**src/rtl/pcg_pkg.sv**
```systemverilog
package pcg_pkg;
  localparam int CL_W  = 2;
  localparam int BLC_W = 2;
  localparam int RAS_W = 6;
  localparam int RP_W  = 4;
  localparam int RD_W  = 4;

  typedef enum logic [1:0] {
    BK_IDLE,
    BK_OPEN,
    BK_CLOSING
  } bank_st_e;

  typedef struct packed {
    logic [CL_W-1:0]  cl;
    logic [BLC_W-1:0] blc;
    logic [RAS_W-1:0] tras;
    logic [RP_W-1:0]  trp;
  } guard_cfg_t;
endpackage

```
**src/rtl/pcg_since.sv**
```systemverilog
// Counts edges since the last start pulse, saturating at all ones.
module pcg_since #(
  parameter int W = 4
) (
  input  logic         clk,
  input  logic         rst_n,
  input  logic         start,
  output logic [W-1:0] elapsed
);
  localparam logic [W-1:0] SAT = '1;

  always_ff @(posedge clk) begin
    if (!rst_n)
      elapsed <= SAT;
    else if (start)
      elapsed <= W'(1);
    else if (elapsed != SAT)
      elapsed <= elapsed + W'(1);
  end
endmodule

```
**src/rtl/pcg_cfg_hold.sv**
```systemverilog
// Captures the timing configuration while reset is held.
module pcg_cfg_hold
  import pcg_pkg::*;
(
  input  logic       clk,
  input  logic       rst_n,
  input  guard_cfg_t cfg_in,
  output guard_cfg_t cfg_q
);
  always_ff @(posedge clk) begin
    if (!rst_n)
      cfg_q <= cfg_in;
  end
endmodule

```
**src/rtl/pcg_read_window.sv**
```systemverilog
// Decides whether a precharge at the coming edge leaves the last read burst intact.
module pcg_read_window
  import pcg_pkg::*;
(
  input  logic [RD_W-1:0]  since_rd,
  input  logic [CL_W-1:0]  cas_lat,
  input  logic [BLC_W-1:0] bl_code,
  output logic             window_clear
);
  localparam int SW = RD_W + 2;

  logic [SW-1:0] half_beats;
  logic [SW-1:0] last_data;
  logic [SW-1:0] candidate;

  always_comb begin
    half_beats   = SW'(1) << ((bl_code == '0) ? BLC_W'(0) : bl_code - BLC_W'(1));
    last_data    = SW'(cas_lat) + half_beats;
    // precharge edge shifted by CL must not land before the last data edge
    candidate    = SW'(since_rd) + SW'(cas_lat);
    window_clear = candidate >= last_data;
  end
endmodule

```
**src/rtl/pcg_bank_guard.sv**
```systemverilog
module pcg_bank_guard
  import pcg_pkg::*;
(
  input  logic             clk,
  input  logic             rst_n,
  input  logic [CL_W-1:0]  cfg_cas_lat,
  input  logic [BLC_W-1:0] cfg_burst_code,
  input  logic [RAS_W-1:0] cfg_ras_cycles,
  input  logic [RP_W-1:0]  cfg_rp_cycles,
  input  logic             cmd_act,
  input  logic             cmd_rd,
  input  logic             cmd_rd_ap,
  input  logic             cmd_pre,
  output logic             pre_ok,
  output logic             act_ok,
  output logic             apre_start,
  output logic             pre_reject
);
  guard_cfg_t cfg_in, cfg_q;
  bank_st_e   state_q, state_d;
  logic       apre_pend_q;

  logic [RAS_W-1:0] ras_el;
  logic [RD_W-1:0]  rd_el;
  logic [RP_W-1:0]  rp_el;

  logic act_go, rd_go, pre_go, close_go;
  logic ras_met, rd_met, rp_met, is_open;

  assign cfg_in = '{cl: cfg_cas_lat, blc: cfg_burst_code,
                    tras: cfg_ras_cycles, trp: cfg_rp_cycles};

  pcg_cfg_hold u_cfg (
    .clk    (clk),
    .rst_n  (rst_n),
    .cfg_in (cfg_in),
    .cfg_q  (cfg_q)
  );

  pcg_since #(.W(RAS_W)) u_since_act (
    .clk(clk), .rst_n(rst_n), .start(act_go), .elapsed(ras_el)
  );

  pcg_since #(.W(RD_W)) u_since_rd (
    .clk(clk), .rst_n(rst_n), .start(rd_go), .elapsed(rd_el)
  );

  pcg_since #(.W(RP_W)) u_since_close (
    .clk(clk), .rst_n(rst_n), .start(close_go), .elapsed(rp_el)
  );

  pcg_read_window u_rdwin (
    .since_rd     (rd_el),
    .cas_lat      (cfg_q.cl),
    .bl_code      (cfg_q.blc),
    .window_clear (rd_met)
  );

  assign is_open = (state_q == BK_OPEN);
  assign ras_met = (ras_el >= cfg_q.tras);
  assign rp_met  = (rp_el >= cfg_q.trp);

  assign act_ok     = (state_q == BK_IDLE) || ((state_q == BK_CLOSING) && rp_met);
  assign pre_ok     = is_open && ras_met && rd_met && !apre_pend_q;
  assign apre_start = is_open && apre_pend_q && ras_met && rd_met;
  assign pre_reject = cmd_pre && !pre_ok;

  assign act_go   = cmd_act && act_ok;
  assign rd_go    = (cmd_rd || cmd_rd_ap) && is_open && !apre_pend_q;
  assign pre_go   = cmd_pre && pre_ok;
  assign close_go = pre_go || apre_start;

  always_comb begin
    state_d = state_q;
    unique case (state_q)
      BK_IDLE:    if (act_go) state_d = BK_OPEN;
      BK_OPEN:    if (close_go) state_d = BK_CLOSING;
      BK_CLOSING: if (act_go) state_d = BK_OPEN;
      default:    state_d = BK_IDLE;
    endcase
  end

  always_ff @(posedge clk) begin
    if (!rst_n) begin
      state_q     <= BK_IDLE;
      apre_pend_q <= 1'b0;
    end else begin
      state_q <= state_d;
      if (close_go)
        apre_pend_q <= 1'b0;
      else if (rd_go && cmd_rd_ap)
        apre_pend_q <= 1'b1;
    end
  end
endmodule

```
**config.mk**
```make
export PLATFORM = sky130hd
export DESIGN_NAME = pcg_bank_guard
export DESIGN_NICKNAME = d
export VERILOG_FILES = /design/src/rtl/pcg_pkg.sv /design/src/rtl/pcg_since.sv /design/src/rtl/pcg_cfg_hold.sv /design/src/rtl/pcg_read_window.sv /design/src/rtl/pcg_bank_guard.sv
export SDC_FILE = /design/constraint.sdc
export NUM_CORES = 1
export LEC_CHECK = 0
export BUFFER_PORTS_ARGS = -buffer_cell sky130_fd_sc_hd__buf_2
export CAP_MARGIN = 20
export CELL_PAD_IN_SITES_DETAIL_PLACEMENT = 0
export CELL_PAD_IN_SITES_GLOBAL_PLACEMENT = 1
export CORE_MARGIN = 2
export CORE_UTILIZATION = 46
export CTS_BUF_LIST = sky130_fd_sc_hd__clkbuf_2 sky130_fd_sc_hd__clkbuf_4 sky130_fd_sc_hd__clkbuf_8
export CTS_CLUSTER_SIZE = 24
export DETAILED_ROUTE_END_ITERATION = 8
export PLACE_DENSITY = 0.89
export RECOVER_POWER = 50
export SLEW_MARGIN = 25
export SYNTH_ARGS = -nofsm -noshare
export SYNTH_HDL_FRONTEND = slang
export SYNTH_HIERARCHICAL = 1
export SYNTH_SLANG_ARGS = --single-unit
```
**constraint.sdc**
```tcl
create_clock -name clk -period 3.25 [get_ports clk]
set_clock_uncertainty 0.1 [all_clocks]
set_input_delay 0.1625 -clock clk [delete_from_list [all_inputs] [get_ports clk]]
set_output_delay 0.1625 -clock clk [all_outputs]
set_load 0.01 [all_outputs]
```
==> reports/qor.yml <==
status: "finished clean"
ys_seq_area_share_pct: 42.9
fillers: 326
die_h_um: 66.1
core_um2: 3690
crit_path_start_kind: "register"
hpwl_um: 2550
start_util_pct: 48.0
synthTopCellsByArea: "edfxtp_1, dfxtp_1, ha_1, inv_1, o21ai_0"
syn_area_um2: 1770
first_global_vias: 1399
r2r-end: "u_since_close/elapsed[2]"
synthesis.nets: 213
cts_setup_buffers: 0
p_leak_nw: 0.981
die_area_um2: 4360
dr_total_vias: 1347
synth_edf_count: 14
avgSynthCellArea_um2: 10.4
remaining_drc_errors: 0
ys_ff_latch: 31
grt_max_degree: 19
hold_ws_ns: 0.0939
grt_pass1_wl_um: 5820
synth-async-reset-ratio_pct: 0
grt-ovfl-total: 0
cts_tree: "yes"
synth_top_cell_area_share_pct: 23.7
irDropWorstVdd_mv: 0.407
antenna_found_initial: 0
ant_nets: 0
clkSlewWorstSetupHoldPaths_ns: 0.06
drive_gt1_share_pct: 19.6
slew_viol_final: 0
end_kind: "primary output"
pin_count: 24
required_ns: 2.99
cap_violations: 0
drt_first_pass_iters: 4
die_w_um: 66.1
cts.sinks: 31
crit_end: "pre_reject"
area_growth_pct: 22.5
ys_types: 41
io_buffers: 23
drt-initial-drc-count: 36
clockBufferDepth: 2
crit_type: "reg -> out"
maxSlewHeadroom_pct: 51.3
min_path_type: "in -> reg"
rr_worst_depth: 11
worstSkewPairLatency_ns: 0.28
crit_start: "u_cfg/cfg_q[11]"
h-tree-depth: 2
diodes: 0
syn_inst: 170
routed_via_density: 5.14
setup_viol: 0
power_density_nw_per_um2: 687
finalCritPeriodShare_pct: 90.2
rows: 22
timing.setup.tns_ns: 0
drt-total-wl_um: 3350
place.gp.congestion: 0.794
worstMarginPinSlew_ns: 0.731
mostFrequentLayoutCells: "buf_2, ha_1, inv_1"
max_freq_mhz: 341
arrival_ns: 2.67
r2r_start: "u_cfg/cfg_q[12]"
clockRootBuffer: "clkbuf_8"
final_common_cell: "buf_2"
period_needed_ns: 2.93
nets: 256
drt-wirelength-per-cell_um: 12.8
tritoncts.num_buffers: 5
dpl_cell_area_um2: 1940
grt_usage_pct: 17.9
rsz0062_at_grt: "no"
stdcell_area_um2: 2170
regToRegSetupSlack_ns: 0.53
synth_ff_type: "dfxtp_1"
hold_viol_final: 0
synth_warnings: 6
synth.largest_area_cell: "edfxtp_1"
worstPathMaxFanout: 4
[area by class of cell]
type	count	area (um^2)	share of cell area [%]
clock inverters	1	5.00	0.231
repair buffers	37	254	11.7
multi-input cells	119	936	43.1
clock buffers	7	83.8	3.86
inverters	19	71.3	3.29
well taps	48	60.1	2.77
flip-flops and latches	31	761	35.0
[synthesized netlist by cell type, types with 3 or more instances]
master / count
ha_1: 21
nand2_1: 4
inv_1: 18
o21ai_1: 3
nand3b_1: 5
xnor2_1: 4
edfxtp_1: 14
a21oi_1: 7
o21ai_0: 12
nor2b_1: 4
nor3b_1: 3
dfxtp_1: 17
a31oi_1: 4
nand2b_1: 5
nand3_1: 5
nor2_1: 9
mux2i_1: 5
[worst min path at each step]
stage	start	endpoint	slack, ns	depth (start not counted)
after floorplan	rst_n	u_since_act/elapsed[3]	0.13	1
after global placement	cfg_rp_cycles[1]	u_cfg/cfg_q[1]	0.24	1
after detailed placement	cfg_cas_lat[0]	u_cfg/cfg_q[12]	0.24	1
after CTS	cmd_act	state_q[0]	0.09	3
after global routing	cmd_act	state_q[0]	0.1	3
final	cmd_act	state_q[0]	0.09	3
[metal layers]
layer  wire (um)  vias up  track usage, %
met5           0        -               0
met3         118        9            3.58
met2        1770       30            33.5
met4          82        0            9.95
li1            -      695               -
met1        1380      613            18.4
[registers in the layout, summed over array words and instances (netlist names)]
name and cells:
apre_pend_q 1, state_q 2, u_cfg/cfg_q 14, u_since_act/elapsed 6
u_since_close/elapsed 4, u_since_rd/elapsed 4
[cell families after synthesis]
group	Yosys count	synth area share [%]
buffers and inverters	20	4.45
multiplexers	5	2.82
flip-flops	31	42.9
AND/OR/NAND/NOR	51	18.1
adder cells (fa/ha/maj)	23	17.1
AO/OA/AOI/OAI	35	12.1
XOR/XNOR	5	2.47
[per-stage QoR]
step | std cells | util, % | setup WS (ns) | power, mW
floorplan | 170 | - | 0.673 | 1.04
global placement | 240 | 52.6 | 0.594 | 1.13
detailed placement | 240 | 52.6 | 0.510 | 1.19
CTS | 262 | 58.8 | 0.191 | 1.50
global route | 262 | 58.9 | 0.0846 | 1.62
finish | 262 | 58.9 | 0.317 | 1.49
[power by group]
group	leakage [nW]	internal, mW	switching [mW]
registers	0.278	0.490	0.103
logic	0.654	0.302	0.298
clock network	0.0491	0.166	0.132
[worst max-delay path, cell delays in order (launching register included)]
cell and delay [ns]:
edfxtp_1 0.40, inv_1 0.07, ha_1 0.15, inv_1 0.06
fa_1 0.37, xnor2_1 0.21, ha_1 0.26, o21ai_0 0.15
o21ai_1 0.08, nand3b_1 0.11, nor2_1 0.06, a21oi_2 0.18
nor2_1 0.07, nor2b_1 0.10, buf_2 0.13
[repair_timing]
| action | 4_1_cts | 5_1_grt |
|---|---|---|
| resized for setup | 0 | 1 |
| hold buffers | 14 | 0 |
| endpoints found under the setup margin | 0 | 1 |
| endpoints found under the hold margin | 14 | 0 |
(Power assumes the default switching activity.)
